`config.mk`:
```
export PLATFORM = sky130hd
export DESIGN_NAME = muxbus_slave
export DESIGN_NICKNAME = d
export VERILOG_FILES = /design/src/rtl/muxbus_pkg.sv /design/src/rtl/muxbus_regfile.sv /design/src/rtl/muxbus_ctrl.sv /design/src/rtl/muxbus_drive.sv /design/src/rtl/muxbus_slave.sv
export SDC_FILE = /design/constraint.sdc
export NUM_CORES = 1
export LEC_CHECK = 0
export BUFFER_PORTS_ARGS = -buffer_cell sky130_fd_sc_hd__buf_4
export CORE_ASPECT_RATIO = 1.2
export CORE_MARGIN = 1
export CORE_UTILIZATION = 55
export CTS_CLUSTER_DIAMETER = 80
export DETAILED_ROUTE_END_ITERATION = 10
export PLACE_DENSITY = 0.69
export SKIP_LAST_GASP = 1
export SYNTH_ARGS = -nofsm -noshare
export SYNTH_HDL_FRONTEND = slang
export SYNTH_HIERARCHICAL = 1
export SYNTH_SLANG_ARGS = --single-unit
```
`constraint.sdc`:
```
create_clock -name clk -period 3 [get_ports clk]
set_input_delay 0.3 -clock clk [delete_from_list [all_inputs] [get_ports clk]]
set_output_delay 0.3 -clock clk [all_outputs]
set_load 0.05 [all_outputs]
```
`src/rtl/muxbus_pkg.sv`:
```
package muxbus_pkg;

    typedef enum logic [1:0] {
        ST_IDLE,
        ST_WR_DATA,
        ST_RD_WAIT,
        ST_RD_DRIVE
    } bus_state_t;

endpackage

```
`src/rtl/muxbus_regfile.sv`:
```
module muxbus_regfile #(
    parameter int DATA_W    = 16,
    parameter int REG_DEPTH = 16,
    localparam int IDX_W    = $clog2(REG_DEPTH)
) (
    input  logic              clk,
    input  logic              rst_n,
    input  logic              wr_en,
    input  logic [IDX_W-1:0]  wr_idx,
    input  logic [DATA_W-1:0] wr_data,
    input  logic [IDX_W-1:0]  rd_idx,
    output logic [DATA_W-1:0] rd_data
);

    logic [DATA_W-1:0] mem_q [REG_DEPTH];

    for (genvar g = 0; g < REG_DEPTH; g++) begin : g_word
        always_ff @(posedge clk or negedge rst_n) begin
            if (!rst_n) begin
                mem_q[g] <= '0;
            end else if (wr_en && (wr_idx == IDX_W'(g))) begin
                mem_q[g] <= wr_data;
            end
        end
    end

    assign rd_data = mem_q[rd_idx];

endmodule

```
`src/rtl/muxbus_ctrl.sv`:
```
module muxbus_ctrl
    import muxbus_pkg::*;
#(
    parameter int DATA_W  = 16,
    parameter int IDX_W   = 4,
    parameter int RD_WAIT = 3,
    localparam int CNT_W  = $clog2(RD_WAIT + 1)
) (
    input  logic              clk,
    input  logic              rst_n,
    input  logic              cs_n,
    input  logic              adv_n,
    input  logic              we_n,
    input  logic              oe_n,
    input  logic [DATA_W-1:0] ad_in,
    output logic [IDX_W-1:0]  idx_q,
    output logic              wr_fire,
    output logic [DATA_W-1:0] wr_data,
    output logic              rd_load,
    output logic              drive_next,
    output logic              hold_next,
    output bus_state_t        state_q
);

    bus_state_t state_d;
    logic [CNT_W-1:0] wait_q;
    logic addr_edge;

    assign addr_edge = !cs_n && !adv_n;

    // state register, index latch and wait counter
    always_ff @(posedge clk or negedge rst_n) begin
        if (!rst_n) begin
            state_q <= ST_IDLE;
            idx_q   <= '0;
            wait_q  <= '0;
        end else begin
            state_q <= state_d;
            if (state_q == ST_IDLE && addr_edge) begin
                idx_q <= ad_in[IDX_W-1:0];
            end
            if (state_q == ST_RD_WAIT && state_d == ST_RD_WAIT) begin
                wait_q <= wait_q + 1'b1;
            end else begin
                wait_q <= '0;
            end
        end
    end

    // next-state logic
    always_comb begin
        state_d = state_q;
        unique case (state_q)
            ST_IDLE: begin
                if (addr_edge) begin
                    state_d = we_n ? ST_RD_WAIT : ST_WR_DATA;   // ADDR_RD / ADDR_WR
                end
            end
            ST_WR_DATA: begin
                if (cs_n) begin
                    state_d = ST_IDLE;                          // CS_DROP
                end else if (!we_n && adv_n) begin
                    state_d = ST_IDLE;                          // WR_COMMIT
                end
            end
            ST_RD_WAIT: begin
                if (cs_n) begin
                    state_d = ST_IDLE;                          // CS_DROP
                end else if (wait_q == CNT_W'(RD_WAIT - 1)) begin
                    state_d = ST_RD_DRIVE;                      // WAIT_DONE
                end
            end
            ST_RD_DRIVE: begin
                if (cs_n) begin
                    state_d = ST_IDLE;                          // CS_DROP
                end
            end
            default: state_d = ST_IDLE;
        endcase
    end

    // output decode
    always_comb begin
        wr_fire    = (state_q == ST_WR_DATA) && !cs_n && !we_n && adv_n;
        wr_data    = ad_in;
        rd_load    = (state_q == ST_RD_WAIT) && (state_d == ST_RD_DRIVE);
        hold_next  = (state_d == ST_RD_DRIVE);
        drive_next = hold_next && !cs_n && !oe_n;
    end

endmodule

```
`src/rtl/muxbus_drive.sv`:
```
module muxbus_drive #(
    parameter int DATA_W = 16
) (
    input  logic              clk,
    input  logic              rst_n,
    input  logic              rd_load,
    input  logic              hold_next,
    input  logic              drive_next,
    input  logic [DATA_W-1:0] rf_rdata,
    output logic [DATA_W-1:0] ad_out,
    output logic              ad_oe
);

    logic [DATA_W-1:0] data_q;
    logic              oe_q;

    always_ff @(posedge clk or negedge rst_n) begin
        if (!rst_n) begin
            data_q <= '0;
            oe_q   <= 1'b0;
        end else begin
            oe_q <= drive_next;
            if (rd_load) begin
                data_q <= rf_rdata;
            end else if (!hold_next) begin
                data_q <= '0;
            end
        end
    end

    assign ad_oe  = oe_q;
    assign ad_out = oe_q ? data_q : '0;

endmodule

```
`src/rtl/muxbus_slave.sv`:
```
module muxbus_slave
    import muxbus_pkg::*;
#(
    parameter int DATA_W    = 16,
    parameter int REG_DEPTH = 16,
    parameter int RD_WAIT   = 3
) (
    input  logic              clk,
    input  logic              rst_n,
    input  logic              cs_n,
    input  logic              adv_n,
    input  logic              we_n,
    input  logic              oe_n,
    input  logic [DATA_W-1:0] ad_in,
    output logic [DATA_W-1:0] ad_out,
    output logic              ad_oe
);

    localparam int IDX_W = $clog2(REG_DEPTH);

    logic [IDX_W-1:0]  idx_q;
    logic              wr_fire;
    logic [DATA_W-1:0] wr_data;
    logic              rd_load;
    logic              drive_next;
    logic              hold_next;
    logic [DATA_W-1:0] rf_rdata;
    bus_state_t        state_q;

    muxbus_ctrl #(
        .DATA_W (DATA_W),
        .IDX_W  (IDX_W),
        .RD_WAIT(RD_WAIT)
    ) ctrl_i (
        .clk       (clk),
        .rst_n     (rst_n),
        .cs_n      (cs_n),
        .adv_n     (adv_n),
        .we_n      (we_n),
        .oe_n      (oe_n),
        .ad_in     (ad_in),
        .idx_q     (idx_q),
        .wr_fire   (wr_fire),
        .wr_data   (wr_data),
        .rd_load   (rd_load),
        .drive_next(drive_next),
        .hold_next (hold_next),
        .state_q   (state_q)
    );

    muxbus_regfile #(
        .DATA_W   (DATA_W),
        .REG_DEPTH(REG_DEPTH)
    ) rf_i (
        .clk    (clk),
        .rst_n  (rst_n),
        .wr_en  (wr_fire),
        .wr_idx (idx_q),
        .wr_data(wr_data),
        .rd_idx (idx_q),
        .rd_data(rf_rdata)
    );

    muxbus_drive #(
        .DATA_W(DATA_W)
    ) drv_i (
        .clk       (clk),
        .rst_n     (rst_n),
        .rd_load   (rd_load),
        .hold_next (hold_next),
        .drive_next(drive_next),
        .rf_rdata  (rf_rdata),
        .ad_out    (ad_out),
        .ad_oe     (ad_oe)
    );

endmodule

```
# [After elaboration in Yosys (flattened, before gate mapping)]
# Index checks and enable logic that the tools add are counted.
[totals] mem_bits_rw=0 inputBits=22 n_memories=0 reg_bits=281 latchBits=0 out_inout_bits=17 rom_bits=0 elab_cells=93
[classes] mux=15 reduce_logical=32 bitwise=1 n_eq_ne=22 n_shift=0 div=0 mul=0 addsub=1 n_lt_le_gt_ge=1
[ops] cell="16-bit 2-to-1 mux" n=5
[ops] cell="16-bit binary-select mux with 4-bit select" n=1
[ops] cell="4-bit == test (second input constant)" n=8
[ops] cell="1-bit logical AND" n=26
[ops] cell="4-bit by 3-bit == test with 1-bit output (second input constant)" n=4
[ops] cell="2-bit 2-to-1 mux" n=8
[ops] cell="2-bit == test (second input constant)" n=5
[ops] cell="4-bit by 2-bit == test with 1-bit output (second input constant)" n=2
[ops] cell="2-bit one-hot mux with 4 select lines" n=1
[ops] cell="5-bit >= comparator (second input constant)" n=1
[ops] cell="4-bit NOT with 5-bit output" n=1
[ops] cell="4-bit by 1-bit == test with 1-bit output (second input constant)" n=1
[ops] cell="1-bit zero test" n=4
[ops] cell="4-bit zero test" n=1
[ops] cell="2-bit by 1-bit adder with 2-bit output (second input constant)" n=1
[ops] cell="2-bit by 1-bit == test with 1-bit output (second input constant)" n=1
[ops] cell="2-bit zero test" n=1
[ops] cell="2-bit != test (second input constant)" n=1

# [Logic depth before layout (Yosys ltp)]
# Gate-level depths: netlist (run 1).
[logic_depth] word_depth=8 mapped_depth=8 mapped_depth_nobuf=6

# [By module]
# Netlist (run 1), hierarchy kept.
[by_module_without_submodules] module="muxbus_regfile" seq_area_each_um2=6406.1 n_inst=1 area_per_inst_um2=11623.6 cells_per_inst=710
[by_module_without_submodules] module="muxbus_drive" seq_area_each_um2=425.4 n_inst=1 area_per_inst_um2=817.0 cells_per_inst=87
[by_module_without_submodules] module="muxbus_ctrl" seq_area_each_um2=200.2 n_inst=1 area_per_inst_um2=494.2 cells_per_inst=46

# [Least setup slack after synthesis (run 1)]
# Ideal clock, no wire load.
[synth_timing] path_type="register to register" startpoint="register ctrl_i.state_q[1]" endpoint="register rf_i/mem_q[37] (netlist name)" setup_time_ns=0.125 path_buffers=1 path_slack_ns=0.362 synth_period_minus_slack_ns=2.638 t_required_ns=2.875 stages_incl_launch_ff=6 arrival_time_ns=2.514 path_cell_list="dfrtp_1 -> nor4b_1 -> nand3_1 -> nor2_2 -> buf_4 -> mux2_2"
[synth_via] elab_chain_cells=5
[synth_lines] item="start, declared" line_no="muxbus_ctrl.sv:22" text="output bus_state_t state_q"
[synth_lines] item="start signal, assigned" line_no="muxbus_ctrl.sv:38" text="state_q <= state_d;"
[synth_lines] item="2-bit by 1-bit == test with 1-bit output" line_no="muxbus_ctrl.sv:84" text="wr_fire = (state_q == ST_WR_DATA) && !cs_n && !we_n && adv_n;"
[synth_lines] item="1-bit logical AND (3 in a row)" line_no="muxbus_ctrl.sv:84"
[synth_lines] item="named net wr_fire" line_no="muxbus_slave.sv:22" text="logic wr_fire;"
[synth_lines] item="1-bit logical AND" line_no="muxbus_regfile.sv:21" text="end else if (wr_en && (wr_idx == IDX_W'(g))) begin"
[synth_lines] item="end signal, assigned by index" line_no="muxbus_regfile.sv:22" text="mem_q[g] <= wr_data;"
[synth_lines] item="end, declared" line_no="muxbus_regfile.sv:15" text="logic [DATA_W-1:0] mem_q [REG_DEPTH];"
# The timed path passes the listed nets, and every way through them passes these cells.
# A chain may end at the register's enable or synchronous reset.

# [Worst setup path after layout (run 1)]
[layout_timing] startpoint="register ctrl_i.state_q[1]" endpoint="register rf_i/mem_q[226] (netlist name)"
# The elaborated chain is that of the path after synthesis.

==> qor.yml, run 1 <==
final_layout:
  final_common_cell: "dfrtp_1"
  fin_nets: 898
  final_cell_mix: "279 x dfrtp_1, 240 x mux2_2, 71 x buf_4"
  area_growth_pct: 12.29
  drive_gt1_share_pct: 52.80
  antenna_cells: 0
timing:
  relSlewSlack_pct: 46.90
  fin_crit_ps: 2559
  tightestPinTransition_ps: 796.5
  rsz0062_at_grt: "no"
  fmax_ghz: 0.3908
  fin_crit_sh_pct: 85.29
  fin_setup_tns_ps: 0
  setup_viol: 0
  clock-skew-final_ps: 21.51
  slew_violations: 0
  hold_violations: 0
  hold_ws_ps: 132.9
clock_network:
  cts_inserted_buffers: 28
  cts_root_buf: "clkbuf_16"
  tritoncts: "built"
  cts_sinks: 281
  postCtsSetupBuffers: 0
  cts_buffer_depth: 3
  h-tree-depth: 1
  clk_transition_reported_paths_ps: 60
  clk_latency_ps: 540
place:
  gp_congestion: 0.8023
  io_buffers: 38
  dp_hpwl_um: 19070
floorplan:
  die_w_um: 142.0
  dieHeight_um: 170.0
  std_cell_rows: 61
  start_util_pct: 55.93
  die_area_sq_um: 24140
  ioPinCount: 39
  core_sq_um: 23130
global_routing:
  grt_max_degree: 102
  antenna_found_initial: 0
  grt_pass1_wl_um: 47200
  overflow: 0
  track_usage_pct: 26.35
  grt_pass1_vias: 8112
worst_setup_path:
  critPathRequiredTime_ps: 3410
  cp.arrival_ps: 2960
  worst_setup_path_start_kind: "register"
  critPathKind: "reg -> reg"
  cp-end-kind: "register"
  crit_path_max_fanout: 16
hold_path:
  min-delay-path-class: "in -> reg"
synth:
  netlist_instances: 843
  yosysWarnings: 6
  synth-seq-area-share_pct: 54.36
  synth.distinct_cells: 36
  syn_area_per_cell_sq_um: 15.34
  yosys_register_bits: 281
  syn-num-nets: 866
  netlist_area_sq_um: 12930
drt:
  dr.pass1.iters: 4
  wl_um: 29950
  avgRoutedWirePerCell_um: 24.77
  drt_first_iter_violations: 454
  via_per_inst: 6.017
  ant_nets: 0
  drc: 0
  vias: 7274
power_and_ir_drop:
  pwr-share-seq_pct: 47.3
  clockPowerShare_pct: 38.3
  p_int_uw: 7029
  peakVddDrop_mv: 0.5618
  p_sw_uw: 2327
  swShare_pct: 24.87
  cellPowerDensity_nw_per_um2: 644.1
  leakage_uw: 0.007060
  p_comb_share_pct: 14.4
flow_run:
  maxCapViolCount: 0
outcome:
  status: "complete, no violations"
-- flip-flops by register name (all words and copies together), names as in the netlist --
register        cells
rf_i/mem_q        256
ctrl_i/wait_q       2
drv_i/data_q       16
ctrl_i/state_q      2
ctrl_i/idx_q        4
drv_i/ad_oe         1
-- synthesized netlist by cell type --
cell	count	area [sq um]
a21oi_1	2	10.01
nand2b_1	6	37.54
nor2_1	7	26.28
nand3_1	1	5.000
buf_1	3	11.26
a22oi_1	32	240.2
nor2_2	9	56.30
mux2_4	20	300.3
nor3b_1	1	7.510
buf_6	11	123.9
clkbuf_1	27	101.4
nor2b_1	3	18.77
a211oi_1	1	7.510
o21ai_0	6	30.03
buf_2	17	85.08
mux2_2	240	2703
and3_1	1	6.260
nand2_1	49	183.9
dfrtp_1	281	7032
nor4_4	1	21.27
o21ai_1	1	5.000
nor4bb_1	1	10.01
nand2_2	1	6.260
inv_1	1	3.750
ha_1	1	12.51
o21ai_2	9	78.83
and2_1	17	106.4
or3_1	2	12.51
buf_4	21	157.7
nor4b_1	1	8.760
nor3b_4	1	18.77
nand3b_4	2	40.04
clkbuf_2	1	5.000
or4b_1	1	10.01
nand3b_2	1	11.26
mux4_2	64	1441
-- cells by family (layout without fill, tap and decap cells) --
logic type | Yosys count | in the layout | synth area share, %
mux | 324 | 324 | 34.36
flops | 281 | 281 | 54.36
fa+ha+maj | 1 | 1 | 0.09672
compound gates | 51 | 51 | 2.873
buf+inv | 81 | 132 | 3.772
simple gates | 105 | 105 | 4.537
-- what timing repair did --
| action | 4_1_cts | 5_1_grt |
|---|---|---|
| gates resized for setup | 0 | 0 |
| hold buffers | 4 | 0 |
| hold endpoints to repair | 101 | 0 |
-- layout make-up --
type	instances	area, sq um
Fill cell	1672	8601
Clock buffer	42	834.6
Clock inverter	7	112.6
Inverter	1	3.754
Tap cell	315	394.1
Multi-Input combinational cell	481	5435
Timing Repair Buffer	82	708.2
Sequential cell	281	7037
-- metal layers --
metal | share of wire, % | track usage, %
met5 | 0 | 0
met4 | 3.0 | 8.929
met3 | 4.5 | 3.292
met2 | 54 | 46.89
met1 | 39 | 33.24
-- critical path, cell delays in order, from the launching register on --
cell and delay [ps]:
dfrtp_1 470, nor4b_1 500, buf_4 240, nor3b_4 280, nand3b_2 470, mux2_2 450
-- per-stage QoR --
stage / power (uW) / cells / util [%] / setup WS [ps] / instance area (sq um)
floorplan: 5365 / 843 / - / 361.6 / 12930
global placement: 5778 / 1156 / 58.54 / 514.7 / 13540
detailed placement: 5850 / 1156 / 58.54 / 470.5 / 13540
CTS: 9447 / 1209 / 62.81 / 489.7 / 14530
global route: 9720 / 1209 / 62.81 / 402.9 / 14530
finish: 9355 / 1209 / 62.81 / 441.2 / 14530
-- final timing paths --
| path | start | depth (start not counted) | to | slack (ps) |
|---|---|---|---|---|
| setup / recovery | ctrl_i/state_q[1] | 5 | rf_i/mem_q[226] | 440 |
| hold / removal | ad_in[11] | 2 | rf_i/mem_q[11] | 130 |
| setup reg to reg | ctrl_i/state_q[1] | 5 | rf_i/mem_q[226] | 440 |
| hold reg to reg | ctrl_i/wait_q[0] | 1 | ctrl_i/wait_q[0] | 420 |
| max in group asynchronous | rst_n | 3 | rf_i/mem_q[205] | 1720 |
| min in group asynchronous | rst_n | 2 | rf_i/mem_q[63] | 440 |
-- power by group through the flow --
stage	Clock, uW	Sequential, uW	Combinational (uW)
2_1_floorplan	0	4350	1020
3_3_place_gp	0	4460	1310
3_5_place_dp	0	4500	1350
4_1_cts	3660	4430	1360
5_1_grt	3800	4480	1440
6_report	3580	4430	1350
No activity file was read; power rests on OpenSTA's default activity.
==> inputs of run 2 (changes only) <==
Settings changed: PLACE_DENSITY 0.69 to 0.83, REMOVE_ABC_BUFFERS set to 1.
==> qor.yml, run 2 (synthesized netlist as in run 1, its figures left out) <==
clock_network:
  h-tree-depth: 1  # unchanged
  clk_latency_ps: 550  # about the same
  clk_transition_reported_paths_ps: 60  # about the same
  cts_inserted_buffers: 27  # -3.6%
  cts_root_buf: "clkbuf_16"
  cts_sinks: 281  # unchanged
  tritoncts: "built"
  cts_buffer_depth: 3  # unchanged
worst_setup_path:
  critical_path.cell_chain: "nor4b_1, buf_4, nor3b_4, and3_1, buf_4, mux2_2"
  critPathRequiredTime_ps: 3420  # about the same
  path_common_cell: "buf_4"
  crit_path_max_incr_delay_ps: 490  # about the same
  crit_path_max_fanout: 8  # -8
  cp-end-kind: "register"
  cp_top_family: "simple AND/OR/NAND/NOR gates"
  reg2reg_slack_ps: 550  # +110 ps
  cpMaxStageDelayCell: "nor4b_1"
  cp.arrival_ps: 2870  # -90 ps
  critPathKind: "reg -> reg"
  path_buf_inv: 2  # +1
  worst_setup_path_start_kind: "register"
timing:
  hold_violations: 0  # unchanged
  relSlewSlack_pct: 39.37  # -7.5 points
  fin_crit_sh_pct: 81.66  # -3.6 points
  fin_crit_ps: 2450  # -109.0 ps
  fin_setup_tns_ps: 0  # unchanged
  setup_viol: 0  # unchanged
  tightestPinTransition_ps: 906.1  # +109.5 ps
  rsz0062_at_grt: "no"
  clock-skew-final_ps: 26.79  # +5.280 ps
  fmax_ghz: 0.4082  # +4.4%
  slew_violations: 0  # unchanged
power_and_ir_drop:
  p_sw_uw: 2348  # +0.91%
  clockPowerShare_pct: 36.7  # -1.6 points
  peakVddDrop_mv: 0.4256  # -24%
  p_int_uw: 6777  # -3.6%
  pwr-share-seq_pct: 48.5  # +1.2 points
  cellPowerDensity_nw_per_um2: 628.1  # -2.5%
  swShare_pct: 25.73  # +0.86 points
  p_comb_share_pct: 14.7  # +0.3 points
  leakage_uw: 0.007072  # +0.17%
global_routing:
  overflow: 0  # unchanged
  grt_pass1_vias: 7921  # -2.4%
  grt_max_degree: 85  # -17%
  antenna_found_initial: 0  # unchanged
  grt_pass1_wl_um: 45300  # -4.0%
  track_usage_pct: 24.92  # -1.4 points
final_layout:
  stdcell_count: 1217  # +0.66%
  reg.largest.list: "rf_i/mem_q x256, drv_i/data_q x16, ctrl_i/idx_q x4"
  fin_nets: 904  # +0.67%
  fill_cells: 1626  # -2.8%
  final_cell_mix: "279 x dfrtp_1, 240 x mux2_2, 78 x buf_4"
  drive_gt1_share_pct: 53.66  # +0.86 points
  area_growth_pct: 12.31  # about the same
  seq_area_sq_um: 7037  # unchanged
  regMostFlops: "rf_i/mem_q"
  final_common_cell: "dfrtp_1"
  multi_input_area_sq_um: 5435  # unchanged
  antenna_cells: 0  # unchanged
  largest_register_ffs: 256  # unchanged
drt:
  vias: 7362  # +1.2%
  wl_met3_um: 1373  # +2.8%
  wl_met2_um: 14090  # -12%
  met1_length_um: 11990  # +2.5%
  avgRoutedWirePerCell_um: 23.31  # -5.9%
  ant_nets: 0  # unchanged
  wl_um: 28370  # -5.3%
  drc: 0  # unchanged
  drt_first_iter_violations: 489  # +7.7%
  maxUsedRoutingLayer: "met4"
  via_per_inst: 6.049  # +0.54%
  dr.pass1.iters: 4  # unchanged
place:
  io_buffers: 38  # unchanged
  dpl.cell_count: 1164  # +0.69%
  dp_hpwl_um: 17900  # -6.1%
  gp_congestion: 0.7773  # -3.1%
flow_run:
  maxCapViolCount: 0  # unchanged
floorplan:
  core_sq_um: 23130  # unchanged
  ioPinCount: 39  # unchanged
  std_cell_rows: 61  # unchanged
  start_util_pct: 55.93  # unchanged
  dieHeight_um: 170.0  # unchanged
  die_w_um: 142.0  # unchanged
  die_area_sq_um: 24140  # unchanged
hold_path:
  min-delay-path-class: "in -> reg"
outcome:
  status: "complete, no violations"
## run 2: changes by cell type in the layout (fill, tap and decap cells not counted), sizes merged, moves of 2 or more
cell and change:
buf +8, clkinv +6, clkbuf -5, bufinv -2
## run 2: tightest hold or removal path, delay by kind of cell
family | cells | cell delay, ps
compound gates | 1 | 50
buf+inv | 1 | 90
simple gates | 1 | 90
## run 2: per-stage QoR
step | hold slack, ps | area, sq um | power, uW | worst slack, ps | utilization [%]
2_1_floorplan | 4.409 | 12450 | 5302 | -1213 | -
3_3_place_gp | 341.4 | 13610 | 5767 | 531.1 | 58.85
3_5_place_dp | 346.9 | 13610 | 5827 | 561.0 | 58.85
4_1_cts | 23.17 | 14530 | 9196 | 585.0 | 62.82
5_1_grt | 68.35 | 14530 | 9488 | 426.9 | 62.82
6_report | 33.22 | 14530 | 9125 | 550.2 | 62.82
## run 2: cell type report
cell class,count,area share (%)
Tap cell,315,2.713
Inverter,1,0.02584
Sequential cell,281,48.44
Timing Repair Buffer,89,5.305
Clock buffer,37,5.323
Clock inverter,13,0.7837
Multi-Input combinational cell,481,37.41
## run 2: final timing paths
| check | from | endpoint | depth (start not counted) |
|---|---|---|---|
| min in group asynchronous | rst_n | rf_i/mem_q[87] | 2 |
| worst min-delay path | we_n | ctrl_i/state_q[1] | 3 |
| worst min register to register | ctrl_i/wait_q[0] | ctrl_i/wait_q[0] | 1 |
| worst max-delay path | ctrl_i/state_q[1] | rf_i/mem_q[203] | 6 |
| max in group asynchronous | rst_n | rf_i/mem_q[124] | 3 |
| worst max register to register | ctrl_i/state_q[1] | rf_i/mem_q[203] | 6 |
## run 2: routing by layer
layer	up-vias	track usage (%)
met5	-	0
met4	0	8.976
met3	63	3.236
met2	213	41.11
met1	3936	34.09
li1	3150	-
## run 2: power groups by stage
stage          combinational [uW]  sequential [uW]  clock [uW]
2_1_floorplan                 812             4490           0
3_3_place_gp                 1300             4470           0
3_5_place_dp                 1330             4490           0
4_1_cts                      1350             4430        3420
5_1_grt                      1440             4480        3580
6_report                     1340             4430        3350
## run 2: repair_timing
| item | 4_1_cts | 5_1_grt |
|---|---|---|
| hold buffers | 3 | 0 |
| resized for setup | 0 | 0 |
| endpoints found under the hold margin | 83 | 0 |
| setup endpoints to repair | 0 | 0 |
| buffers inserted | 0 | 0 |
==> inputs of run 3 (changes only) <==
Settings changed: PLACE_DENSITY 0.83 to 0.86.
Clock period 3 ns to 2 ns, I/O delays scaled along.
==> qor.yml, run 3 (synthesized netlist as in run 1, its figures left out) <==
drt:
  ant_nets: 0  # unchanged
  wl_um: 30890  # +8.9%
  drt_first_iter_violations: 501  # +2.5%
  via_per_inst: 6.083  # +0.56%
  avgRoutedWirePerCell_um: 24.51  # +5.2%
  vias: 7665  # +4.1%
  dr.pass1.iters: 5  # +1
  drc: 0  # unchanged
final_layout:
  regMostFlops: "rf_i/mem_q"
  drive_gt1_share_pct: 56.40  # +2.7 points
  final_common_cell: "dfrtp_1"
  final_cell_mix: "279 x dfrtp_1, 229 x mux2_2, 95 x buf_4"
  fill_cells: 1484  # -8.7%
  utilization_pct: 65.91  # +3.1 points
  largest_register_ffs: 256  # unchanged
  antenna_cells: 0  # unchanged
  area_growth_pct: 17.84
  seq_area_sq_um: 7039  # about the same
  fin_nets: 947  # +4.8%
  reg.largest.list: "rf_i/mem_q x256, drv_i/data_q x16, ctrl_i/idx_q x4"
  multi_input_area_sq_um: 5549  # +2.1%
global_routing:
  grt_max_degree: 72  # -15%
  track_usage_pct: 26.10  # +1.2 points
  overflow: 0  # unchanged
  grt_pass1_wl_um: 47180  # +4.2%
  antenna_found_initial: 1  # +1
  grt_pass1_vias: 8228  # +3.9%
place:
  gp_congestion: 0.7862  # +1.1%
  dp_hpwl_um: 19300  # +7.8%
  io_buffers: 38  # unchanged
floorplan:
  die_area_sq_um: 24140  # unchanged
  dieHeight_um: 170.0  # unchanged
  ioPinCount: 39  # unchanged
  start_util_pct: 55.93  # unchanged
  core_sq_um: 23130  # unchanged
  die_w_um: 142.0  # unchanged
  std_cell_rows: 61  # unchanged
timing:
  setup_ws_ps: -18.83  # -569.0 ps
  fmax_ghz: 0.4953  # +21%
  tightestPinTransition_ps: 947.1  # +41.01 ps
  fin_crit_sh_pct: 100.9  # +19 points
  relSlewSlack_pct: 36.86  # -2.5 points
  hold_violations: 0  # unchanged
  setup_viol: 2  # +2
  fin_setup_tns_ps: -32.25  # -32.25 ps
  clock-skew-final_ps: 10.43  # -16.36 ps
  slew_violations: 0  # unchanged
  fin_crit_ps: 2019  # -431.0 ps
  rsz0062_at_grt: "yes"
power_and_ir_drop:
  leakage_uw: 0.007412  # +4.8%
  peakVddDrop_mv: 0.7591  # +78%
  cellPowerDensity_nw_per_um2: 930.1  # +48%
worst_setup_path:
  cp-end-kind: "register"
  critical_path.cell_chain: "buf_12, buf_12, mux4_2, a22oi_1, nand2_1, nand2_1, o21ai_2"
  crit_path_max_fanout: 7  # -1
  critPathRequiredTime_ps: 2430  # -990 ps
  cpMaxStageDelayCell: "dfrtp_4"
  crit_path_max_incr_delay_ps: 550  # +60 ps
  critPathKind: "reg -> reg"
  reg2reg_slack_ps: -20  # -570 ps
  reg2reg_depth: 7  # +1
  cp.arrival_ps: 2450  # -420 ps
  worst_setup_path_start_kind: "register"
clock_network:
  tritoncts: "built"
  cts_buffer_depth: 3  # unchanged
  clk_transition_reported_paths_ps: 60  # about the same
  cts_sinks: 281  # unchanged
  h-tree-depth: 1  # unchanged
  clk_latency_ps: 540  # about the same
  cts_root_buf: "clkbuf_16"
  cts_inserted_buffers: 27  # unchanged
flow_run:
  maxCapViolCount: 0  # unchanged
outcome:
  status: "complete, but fails checks"
  violations: "setup timing"
hold_path:
  hold_depth: 2  # -1
  min-delay-path-class: "in -> reg"
-- run 3: cell count changes in the layout (fill, tap and decap cells not counted), moves of 2 or more --
| cell | delta |
|---|---|
| mux2_4 | +11 |
| nor2_2 | -3 |
| dlygate4sd3_1 | +2 |
| a22oi_1 | -5 |
| buf_12 | +15 |
| nor2_4 | +3 |
| a22oi_2 | +5 |
| mux2_2 | -11 |
| buf_16 | +2 |
| buf_6 | +5 |
| clkbuf_1 | +2 |
| buf_4 | +17 |
-- run 3: final timing paths --
| kind | from | to |
|---|---|---|
| worst max-delay path | ctrl_i/idx_q[0] | drv_i/data_q[15] |
| worst min register to register | ctrl_i/wait_q[0] | ctrl_i/wait_q[0] |
| min in group asynchronous | rst_n | rf_i/mem_q[185] |
| worst min-delay path | ad_in[13] | rf_i/mem_q[93] |
| worst max register to register | ctrl_i/idx_q[0] | drv_i/data_q[15] |
| max in group asynchronous | rst_n | rf_i/mem_q[180] |
-- run 3: metal layers --
layer | track usage (%) | wire length [um]
met1 | 32.66 | 12150
met2 | 45.35 | 16080
met3 | 3.995 | 1487
met4 | 10.71 | 1169
met5 | 0 | 0
-- run 3: where the power goes --
| group | leakage [uW] | internal [uW] | switching (uW) |
|---|---|---|---|
| sequential | 0.00387 | 6230 | 372 |
| combinational | 0.00310 | 1370 | 1140 |
| clock | 0.000436 | 2930 | 2140 |
-- run 3: cell type report --
| type | instances | share of cell area, % |
|---|---|---|
| Multi-Input combinational cell | 481 | 36.41 |
| Timing Repair Buffer | 132 | 8.989 |
| Sequential cell | 281 | 46.18 |
| Tap cell | 315 | 2.586 |
| Inverter | 1 | 0.02463 |
| Clock buffer | 38 | 5.032 |
| Clock inverter | 12 | 0.7798 |
-- run 3: critical path, delay by kind of cell (launching register included) --
family                 cells  cell delay, ps
AO/OA/AOI/OAI              2             390
buffers and inverters      2             280
flip-flops                 1             550
multiplexers               1             480
AND/OR/NAND/NOR            2             190
-- run 3: repair_timing --
| action | in CTS | in global routing |
|---|---|---|
| buffers inserted | 0 | 12 |
| cloned | 1 | 1 |
| resized for setup | 3 | 38 |
| endpoints found under the hold margin | 63 | 0 |
| pin swaps | 0 | 2 |
| hold buffers | 5 | 0 |
| setup endpoints to repair | 151 | 123 |
-- run 3: stage by stage --
stage	instances	hold slack [ps]	cell area, sq um	power (uW)	setup slack (ps)
after detailed placement	1191	223.1	13950	8885	-120.0
after floorplan	763	-95.59	12450	7953	-2213
after global routing	1260	36.26	15240	14670	-83.07
after CTS	1247	12.43	14940	14000	-22.73
final	1260	37.20	15240	14180	-18.83
after global placement	1191	215.7	13950	8772	-62.64
